**src/rtl/edo_ctrl_pkg.sv**
```systemverilog
package edo_ctrl_pkg;

    typedef enum logic [2:0] {
        SEQ_IDLE,
        SEQ_ROW,
        SEQ_COL,
        SEQ_PRECHG,
        SEQ_REF_SETUP,
        SEQ_REF_HOLD
    } seq_state_e;

endpackage

```
**src/rtl/edo_refresh_pacer.sv**
```systemverilog
module edo_refresh_pacer #(
    parameter int REF_TICKS = 1560
) (
    input  logic clk,
    input  logic rst_n,
    input  logic ref_ack,
    output logic ref_pend
);

    localparam int TW = (REF_TICKS > 2) ? $clog2(REF_TICKS) : 1;
    localparam logic [TW-1:0] LAST = TW'(REF_TICKS - 1);

    logic [TW-1:0] tick_cnt;
    logic          tick;

    assign tick = (tick_cnt == LAST);

    always_ff @(posedge clk) begin
        if (!rst_n) begin
            tick_cnt <= '0;
        end else if (tick) begin
            tick_cnt <= '0;
        end else begin
            tick_cnt <= tick_cnt + 1'b1;
        end
    end

    always_ff @(posedge clk) begin
        if (!rst_n) begin
            ref_pend <= 1'b0;
        end else if (tick) begin
            ref_pend <= 1'b1;
        end else if (ref_ack) begin
            ref_pend <= 1'b0;
        end
    end

    // a raised request stays up until the sequencer takes it
    a_r8_pend_held: assert property (@(posedge clk) disable iff (!rst_n)
        (ref_pend && !ref_ack) |=> ref_pend);

    // a request only appears on a pacer tick
    a_r8_pend_on_tick: assert property (@(posedge clk) disable iff (!rst_n)
        $rose(ref_pend) |-> $past(tick));

endmodule

```
**src/rtl/edo_seq_fsm.sv**
```systemverilog
module edo_seq_fsm
    import edo_ctrl_pkg::*;
#(
    parameter int LANES = 2,
    parameter int T_RCD = 2,
    parameter int T_CAS = 2,
    parameter int T_RP  = 2,
    parameter int T_CSR = 1,
    parameter int T_REF = 3
) (
    input  logic             clk,
    input  logic             rst_n,
    input  logic             req_valid,
    input  logic             ref_pend,
    input  logic [LANES-1:0] lat_be,
    input  logic             lat_wr,
    output logic             req_ready,
    output logic             accept,
    output logic             ref_ack,
    output logic             sel_row,
    output logic             sel_col,
    output logic             wr_drive,
    output logic             sample,
    output logic             ras_n,
    output logic [LANES-1:0] cas_n,
    output logic             we_n,
    output logic             oe_n
);

    localparam int M1   = (T_RCD > T_CAS) ? T_RCD : T_CAS;
    localparam int M2   = (T_RP > T_CSR) ? T_RP : T_CSR;
    localparam int M3   = (M1 > M2) ? M1 : M2;
    localparam int MAXD = (M3 > T_REF) ? M3 : T_REF;
    localparam int CW   = (MAXD > 1) ? $clog2(MAXD) : 1;

    localparam logic [CW-1:0] L_RCD = CW'(T_RCD - 1);
    localparam logic [CW-1:0] L_CAS = CW'(T_CAS - 1);
    localparam logic [CW-1:0] L_RP  = CW'(T_RP - 1);
    localparam logic [CW-1:0] L_CSR = CW'(T_CSR - 1);
    localparam logic [CW-1:0] L_REF = CW'(T_REF - 1);

    seq_state_e    state, nxt;
    logic [CW-1:0] cnt, cnt_nxt;
    logic          cnt_done;

    assign cnt_done = (cnt == '0);

    // state register
    always_ff @(posedge clk) begin
        if (!rst_n) begin
            state <= SEQ_IDLE;
            cnt   <= '0;
        end else begin
            state <= nxt;
            cnt   <= cnt_nxt;
        end
    end

    // next state and phase counter
    always_comb begin
        nxt     = state;
        cnt_nxt = cnt_done ? '0 : cnt - 1'b1;
        unique case (state)
            SEQ_IDLE: begin
                if (ref_pend) begin
                    nxt     = SEQ_REF_SETUP;
                    cnt_nxt = L_CSR;
                end else if (req_valid) begin
                    nxt     = SEQ_ROW;
                    cnt_nxt = L_RCD;
                end
            end
            SEQ_ROW: begin
                if (cnt_done) begin
                    nxt     = SEQ_COL;
                    cnt_nxt = L_CAS;
                end
            end
            SEQ_COL: begin
                if (cnt_done) begin
                    nxt     = SEQ_PRECHG;
                    cnt_nxt = L_RP;
                end
            end
            SEQ_PRECHG: begin
                if (cnt_done) begin
                    nxt = SEQ_IDLE;
                end
            end
            SEQ_REF_SETUP: begin
                if (cnt_done) begin
                    nxt     = SEQ_REF_HOLD;
                    cnt_nxt = L_REF;
                end
            end
            SEQ_REF_HOLD: begin
                if (cnt_done) begin
                    nxt     = SEQ_PRECHG;
                    cnt_nxt = L_RP;
                end
            end
            default: begin
                nxt     = SEQ_IDLE;
                cnt_nxt = '0;
            end
        endcase
    end

    // outputs
    always_comb begin
        req_ready = (state == SEQ_IDLE) && !ref_pend;
        accept    = req_ready && req_valid;
        ref_ack   = (state == SEQ_IDLE) && ref_pend;
        sel_row   = (state == SEQ_ROW);
        sel_col   = (state == SEQ_COL);
        wr_drive  = (state == SEQ_COL) && lat_wr;
        sample    = (state == SEQ_COL) && cnt_done && !lat_wr;
        ras_n     = !((state == SEQ_ROW) || (state == SEQ_COL) || (state == SEQ_REF_HOLD));
        we_n      = !(((state == SEQ_ROW) || (state == SEQ_COL)) && lat_wr);
        oe_n      = !((state == SEQ_COL) && !lat_wr);
    end

    for (genvar g = 0; g < LANES; g++) begin : g_cas
        assign cas_n[g] = !(((state == SEQ_COL) && lat_be[g])
                            || (state == SEQ_REF_SETUP)
                            || (state == SEQ_REF_HOLD));
    end

    // the host is only offered the port with all strobes parked high
    a_r2_ready_idle: assert property (@(posedge clk) disable iff (!rst_n)
        req_ready |-> (ras_n && (cas_n == '1)));

    // a column strobe falling in a write cycle finds write enable already low
    a_r6_we_before_cas: assert property (@(posedge clk) disable iff (!rst_n)
        (!ras_n && !we_n && (cas_n != '1) && $past(cas_n == '1)) |-> $past(!we_n));

    // output enable is never asserted together with write enable
    a_r7_oe_read_only: assert property (@(posedge clk) disable iff (!rst_n)
        !oe_n |-> we_n);

    // a row strobe fall with column strobes low was preceded by those strobes low
    a_r9_cas_first: assert property (@(posedge clk) disable iff (!rst_n)
        ($fell(ras_n) && (cas_n != '1)) |-> $past(cas_n != '1));

    // a pending refresh is never passed over by a host request
    a_r10_ref_priority: assert property (@(posedge clk) disable iff (!rst_n)
        (state == SEQ_IDLE && ref_pend) |=> (state == SEQ_REF_SETUP));

endmodule

```
**src/rtl/edo_datapath.sv**
```systemverilog
module edo_datapath #(
    parameter int ROW_BITS  = 10,
    parameter int COL_BITS  = 10,
    parameter int LANES     = 2,
    parameter int LANE_BITS = 8
) (
    input  logic                          clk,
    input  logic                          rst_n,
    input  logic                          accept,
    input  logic                          req_write,
    input  logic [ROW_BITS+COL_BITS-1:0]  req_addr,
    input  logic [LANES-1:0]              req_be,
    input  logic [LANES*LANE_BITS-1:0]    req_wdata,
    input  logic                          sel_row,
    input  logic                          sel_col,
    input  logic                          wr_drive,
    input  logic                          sample,
    input  logic [LANES*LANE_BITS-1:0]    mem_dq_in,
    output logic [LANES-1:0]              lat_be,
    output logic                          lat_wr,
    output logic [ROW_BITS-1:0]           mem_addr,
    output logic [LANES*LANE_BITS-1:0]    mem_dq_out,
    output logic [LANES-1:0]              mem_dq_oe,
    output logic                          rsp_valid,
    output logic [LANES*LANE_BITS-1:0]    rsp_rdata
);

    localparam int AW = ROW_BITS + COL_BITS;
    localparam int DW = LANES * LANE_BITS;

    logic [AW-1:0] lat_addr;
    logic [DW-1:0] lat_wdata;
    logic [DW-1:0] rd_masked;

    always_ff @(posedge clk) begin
        if (!rst_n) begin
            lat_addr  <= '0;
            lat_be    <= '0;
            lat_wr    <= 1'b0;
            lat_wdata <= '0;
        end else if (accept) begin
            lat_addr  <= req_addr;
            lat_be    <= req_be;
            lat_wr    <= req_write;
            lat_wdata <= req_wdata;
        end
    end

    always_comb begin
        if (sel_row) begin
            mem_addr = lat_addr[AW-1:COL_BITS];
        end else if (sel_col) begin
            mem_addr = ROW_BITS'(lat_addr[COL_BITS-1:0]);
        end else begin
            mem_addr = '0;
        end
    end

    assign mem_dq_out = lat_wdata;
    assign mem_dq_oe  = wr_drive ? lat_be : '0;

    for (genvar g = 0; g < LANES; g++) begin : g_lane
        assign rd_masked[g*LANE_BITS +: LANE_BITS] =
            lat_be[g] ? mem_dq_in[g*LANE_BITS +: LANE_BITS] : '0;
    end

    always_ff @(posedge clk) begin
        if (!rst_n) begin
            rsp_valid <= 1'b0;
            rsp_rdata <= '0;
        end else begin
            rsp_valid <= sample;
            if (sample) begin
                rsp_rdata <= rd_masked;
            end
        end
    end

    // the response lasts one cycle, since a single sample ends its column phase
    a_r7_rsp_pulse: assert property (@(posedge clk) disable iff (!rst_n)
        rsp_valid |=> !rsp_valid);

    // a driven lane is always one the request selected
    a_r5_drive_subset: assert property (@(posedge clk) disable iff (!rst_n)
        ((mem_dq_oe & ~lat_be) == '0));

endmodule

```
**src/rtl/edo_dram_ctrl.sv**
```systemverilog
module edo_dram_ctrl #(
    parameter int ROW_BITS  = 10,
    parameter int COL_BITS  = 10,
    parameter int LANES     = 2,
    parameter int LANE_BITS = 8,
    parameter int CLK_KHZ   = 100000,
    parameter int T_RCD     = 2,
    parameter int T_CAS     = 2,
    parameter int T_RP      = 2,
    parameter int T_CSR     = 1,
    parameter int T_REF     = 3
) (
    input  logic                             clk,
    input  logic                             rst_n,
    input  logic                             req_valid,
    output logic                             req_ready,
    input  logic                             req_write,
    input  logic [ROW_BITS+COL_BITS-1:0]     req_addr,
    input  logic [LANES-1:0]                 req_be,
    input  logic [LANES*LANE_BITS-1:0]       req_wdata,
    output logic                             rsp_valid,
    output logic [LANES*LANE_BITS-1:0]       rsp_rdata,
    output logic [ROW_BITS-1:0]              mem_addr,
    output logic                             mem_ras_n,
    output logic [LANES-1:0]                 mem_cas_n,
    output logic                             mem_we_n,
    output logic                             mem_oe_n,
    output logic [LANES*LANE_BITS-1:0]       mem_dq_out,
    output logic [LANES-1:0]                 mem_dq_oe,
    input  logic [LANES*LANE_BITS-1:0]       mem_dq_in
);

    // 1024 refreshes in 16 ms: one every 15.6 us
    localparam int REF_TICKS = CLK_KHZ * 156 / 10000;

    logic             ref_pend;
    logic             ref_ack;
    logic             accept;
    logic             sel_row;
    logic             sel_col;
    logic             wr_drive;
    logic             sample;
    logic [LANES-1:0] lat_be;
    logic             lat_wr;

    edo_refresh_pacer #(
        .REF_TICKS (REF_TICKS)
    ) u_pacer (
        .clk      (clk),
        .rst_n    (rst_n),
        .ref_ack  (ref_ack),
        .ref_pend (ref_pend)
    );

    edo_seq_fsm #(
        .LANES (LANES),
        .T_RCD (T_RCD),
        .T_CAS (T_CAS),
        .T_RP  (T_RP),
        .T_CSR (T_CSR),
        .T_REF (T_REF)
    ) u_seq (
        .clk       (clk),
        .rst_n     (rst_n),
        .req_valid (req_valid),
        .ref_pend  (ref_pend),
        .lat_be    (lat_be),
        .lat_wr    (lat_wr),
        .req_ready (req_ready),
        .accept    (accept),
        .ref_ack   (ref_ack),
        .sel_row   (sel_row),
        .sel_col   (sel_col),
        .wr_drive  (wr_drive),
        .sample    (sample),
        .ras_n     (mem_ras_n),
        .cas_n     (mem_cas_n),
        .we_n      (mem_we_n),
        .oe_n      (mem_oe_n)
    );

    edo_datapath #(
        .ROW_BITS  (ROW_BITS),
        .COL_BITS  (COL_BITS),
        .LANES     (LANES),
        .LANE_BITS (LANE_BITS)
    ) u_dp (
        .clk        (clk),
        .rst_n      (rst_n),
        .accept     (accept),
        .req_write  (req_write),
        .req_addr   (req_addr),
        .req_be     (req_be),
        .req_wdata  (req_wdata),
        .sel_row    (sel_row),
        .sel_col    (sel_col),
        .wr_drive   (wr_drive),
        .sample     (sample),
        .mem_dq_in  (mem_dq_in),
        .lat_be     (lat_be),
        .lat_wr     (lat_wr),
        .mem_addr   (mem_addr),
        .mem_dq_out (mem_dq_out),
        .mem_dq_oe  (mem_dq_oe),
        .rsp_valid  (rsp_valid),
        .rsp_rdata  (rsp_rdata)
    );

    // standby means no output enable and no lane driven
    a_r11_standby_quiet: assert property (@(posedge clk) disable iff (!rst_n)
        mem_ras_n |-> (mem_oe_n && (mem_dq_oe == '0)));

    // after the row strobe rises it stays high for the next cycle too
    if (T_RP > 1) begin : g_prechg_chk
        a_r4_precharge: assert property (@(posedge clk) disable iff (!rst_n)
            $rose(mem_ras_n) |=> mem_ras_n);
    end

endmodule

```
**config.mk**
```make
export PLATFORM = sky130hd
export DESIGN_NAME = edo_dram_ctrl
export DESIGN_NICKNAME = d
export VERILOG_FILES = /design/src/rtl/edo_ctrl_pkg.sv /design/src/rtl/edo_refresh_pacer.sv /design/src/rtl/edo_seq_fsm.sv /design/src/rtl/edo_datapath.sv /design/src/rtl/edo_dram_ctrl.sv
export SDC_FILE = /design/constraint.sdc
export NUM_CORES = 1
export LEC_CHECK = 0
export ABC_AREA = 1
export BUFFER_PORTS_ARGS = -buffer_cell sky130_fd_sc_hd__buf_2
export CORE_MARGIN = 5
export CORE_UTILIZATION = 40
export CTS_CLUSTER_DIAMETER = 30
export DETAILED_ROUTE_END_ITERATION = 12
export PLACE_DENSITY = 0.66
export SLEW_MARGIN = 10
export SYNTH_ARGS = -nofsm -noshare
export SYNTH_HDL_FRONTEND = slang
export SYNTH_SLANG_ARGS = --single-unit
```
**constraint.sdc**
```tcl
create_clock -name clk -period 1.6 [get_ports clk]
set_input_delay 0.16 -clock clk [delete_from_list [all_inputs] [get_ports clk]]
set_output_delay 0.16 -clock clk [all_outputs]
set_load 0.01 [all_outputs]
```
==> impl_metrics.py <==
metrics = {
    "finish": {
        "area_growth_pct": 30.59,
        "nets": 581,
        "finalInstanceArea_sq_um": 4145,
        "fin_util_pct": 53.64,
        "mostFrequentLayoutCell": "buf_2",
        "final_cell_mix": "buf_2, nand2_1, dfxtp_1",
        "drive_above_1_share_pct": 31.61,
    },
    "die": {
        "die_h_um": 99.08,
        "ios": 109,
        "coreArea_sq_um": 7727,
        "die-area_sq_um": 9817,
        "die_w_um": 99.08,
        "row_count": 32,
        "initial_core_util_pct": 41.08,
    },
    "sta": {
        "rsz0062_at_grt": "yes",
        "slew_viol_final": 0,
        "finClkSkew_ns": 0.01269,
        "hold_violations": 0,
        "max_freq_mhz": 643.5,
        "fin_crit_ns": 1.554,
        "relSlewSlack_pct": 48.92,
        "worstMarginPinSlew_ns": 0.7654,
        "period_share_pct": 97.13,
        "final-setup-viol-count": 0,
        "setup_tns_ns": 0,
    },
    "yosys": {
        "ys_ff_latch": 73,
        "syn-instance-count": 408,
        "synth_cell_types": 29,
        "synthSimpleGateAreaFrac_pct": 22.90,
        "synthXorXnorAreaFrac_pct": 1.104,
        "synth-adder-area-share_pct": 2.365,
        "synth_fp_nets": 472,
        "synth_compound_area_share_pct": 17.07,
        "synth_top_family_by_area": "simple AND/OR/NAND/NOR gates",
        "synth_mux_area_share_pct": 0,
        "synth_area_sq_um": 3174,
        "syn_area_per_cell_sq_um": 7.780,
        "ys_seq_area_share_pct": 46.04,
        "yosys_warnings": 0,
    },
    "detailed_routing": {
        "drt_iter0_markers": 116,
        "vias": 3041,
        "wl_per_cell_um": 12.77,
        "wl_mm": 7.982,
        "vias_per_cell": 4.866,
        "firstDrtPassIters": 4,
        "drc_errors": 0,
        "postRouteAntennaNets": 0,
    },
    "critical_path": {
        "crit_path_end_kind": "output port",
        "cp.arrival_ns": 1.39,
        "r2r_start": "u_seq.state[0]",
        "cp-start-kind": "register",
        "crit_chain": "inv_6 -> nand3_4 -> buf_6 -> o22ai_1 -> buf_2",
        "slowest_stage": "dfxtp_4",
        "worstSetupPathType": "register to output port",
        "critPathMaxStageDelay_ns": 0.38,
        "path_max_fanout": 6,
        "required_ns": 1.44,
        "rrSetupSlack_ns": 0.18,
        "critPathLaunch": "u_seq.state[2]",
    },
    "clocking": {
        "cts.clk_slew.worst_paths_ns": 0.08,
        "clk_latency_ns": 0.34,
        "cts_buffers": 9,
        "cts_tree": "yes",
        "cts.htree.levels": 3,
        "cts_buffer_depth": 2,
        "ctsRootBufferMaster": "clkbuf_8",
        "ctsHoldBuffers": 0,
        "clock-sinks": 73,
    },
    "global_routing": {
        "grtUsageTotal_pct": 16.13,
        "grt_first_pass_wirelength_mm": 13.10,
        "grt_max_degree": 25,
        "antenna_found_initial": 1,
        "gr-total-overflow": 0,
        "grt_pass1_vias": 3000,
    },
    "power": {
        "total_power_w": 0.006113,
        "seq_power_share_pct": 37.8,
        "p_comb_share_pct": 35.5,
        "ir_drop_mv": 0.5559,
        "power_leakage_nw": 1.826,
        "clkPwrFrac_pct": 26.6,
        "swShare_pct": 35.58,
        "switchingPower_w": 0.002175,
        "power_density_nw_per_um2": 1475,
        "internal_power_w": 0.003938,
    },
    "worst_hold_path": {
        "hp-start": "mem_dq_in[14]",
        "hp-class": "primary input to register",
    },
    "placement": {
        "place_congestion": 0.8385,
        "hpwl_mm": 5.767,
        "post_dp_cell_area_sq_um": 3770,
        "numPortBuffers": 108,
    },
    "status": {
        "outcome": "finished clean",
    },
    "run": {
        "drv_cap": 0,
    },
}
sequential cells by signal (all words and copies together), names as in the netlist, 2 cells and up:
name / flops
u_dp.lat_addr: 20
u_seq.state: 3
u_dp.mem_dq_out: 16
u_dp.rsp_rdata: 16
u_pacer.tick_cnt: 11
u_seq.cnt: 2
u_dp.lat_be: 2
what timing repair did:
| item | 4_1_cts | 5_1_grt |
|---|---|---|
| buffers inserted | 1 | 4 |
| setup endpoints to repair | 18 | 17 |
| pin swaps | 0 | 2 |
| gates resized for setup | 10 | 19 |
metal layers:
metal / vias to the layer above / GRT usage, % / wire length, um / share of wire (%)
met1: 1394 / 18.71 / 3397 / 43
li1: 1562 / - / - / -
met5: - / 0 / 0 / 0
met2: 72 / 28.00 / 4001 / 50
met4: 0 / 6.303 / 130 / 1.6
met3: 13 / 4.529 / 453 / 5.7
critical path: cells and delay by family, from the launching register on:
| family | cells | cell delay [ns] |
|---|---|---|
| AO/OA/AOI/OAI | 1 | 0.15 |
| buffers and inverters | 3 | 0.41 |
| flip-flops | 1 | 0.38 |
| AND/OR/NAND/NOR | 1 | 0.12 |
final timing paths:
path	to	cells past startpoint
worst max-delay path	mem_addr[3]	5
worst min register to register	u_pacer.tick_cnt[0]	1
worst max register to register	u_dp.lat_wr	7
worst min-delay path	u_dp.rsp_rdata[14]	3
synthesized netlist by cell type:
| library cell | count | area, sq um |
|---|---|---|
| a21oi_1 | 44 | 220.2 |
| a21oi_2 | 1 | 8.760 |
| buf_1 | 2 | 7.510 |
| buf_2 | 6 | 30.03 |
| buf_4 | 4 | 30.03 |
| buf_6 | 7 | 78.83 |
| clkbuf_1 | 5 | 18.77 |
| dfxtp_1 | 73 | 1461 |
| ha_1 | 6 | 75.07 |
| inv_1 | 42 | 157.7 |
| inv_2 | 3 | 11.26 |
| nand2_1 | 71 | 266.5 |
| nand2_4 | 2 | 22.52 |
| nand3_1 | 47 | 235.2 |
| nand3_2 | 1 | 10.01 |
| nand3_4 | 1 | 17.52 |
| nand3b_1 | 1 | 7.510 |
| nand4_1 | 1 | 6.260 |
| nand4_4 | 1 | 21.27 |
| nor2_1 | 23 | 86.33 |
| nor2_4 | 2 | 22.52 |
| nor3_1 | 5 | 25.02 |
| o21ai_0 | 13 | 65.06 |
| o21ai_1 | 25 | 125.1 |
| o21ai_2 | 6 | 52.55 |
| o21bai_1 | 1 | 7.510 |
| o22ai_1 | 10 | 62.56 |
| or2_0 | 1 | 6.260 |
| xor2_1 | 4 | 35.03 |
power by group through the flow:
stage	Combinational (W)	Clock, W	Sequential (W)
after global placement	0.00190	0	0.00233
after global routing	0.00242	0.00175	0.00235
final	0.00217	0.00163	0.00231
after detailed placement	0.00194	0	0.00233
after floorplan	0.00143	0	0.00230
after CTS	0.00201	0.00167	0.00230
cell type report:
type                            count  area [sq um]
Antenna cell                        1         2.502
Clock buffer                       10         137.6
Clock inverter                      6         90.09
Fill cell                         756          3582
Inverter                           45         181.4
Multi-Input combinational cell    266          1426
Sequential cell                    73          1473
Tap cell                          102         127.6
Timing Repair Buffer              122         706.9
metrics by stage:
stage	std cells	hold WS (ns)	worst slack (ns)
final	625	0.06844	0.04595
after global routing	625	0.04666	-0.02754
after CTS	620	0.05501	0.0009666
after detailed placement	603	0.4238	0.1921
after global placement	603	0.4205	0.2167
after floorplan	408	0.3097	0.3593
cells by family (layout without fill, tap and decap cells):
group | after synthesis | count (layout)
buffers and inverters | 69 | 183
AOI/OAI and AO/OA | 100 | 100
DFF | 73 | 73
adders and majority gates | 6 | 6
and+or+nand+nor | 156 | 156
other | 0 | 1
xor gates and xnor gates | 4 | 4
No activity file was read; power rests on OpenSTA's default activity.
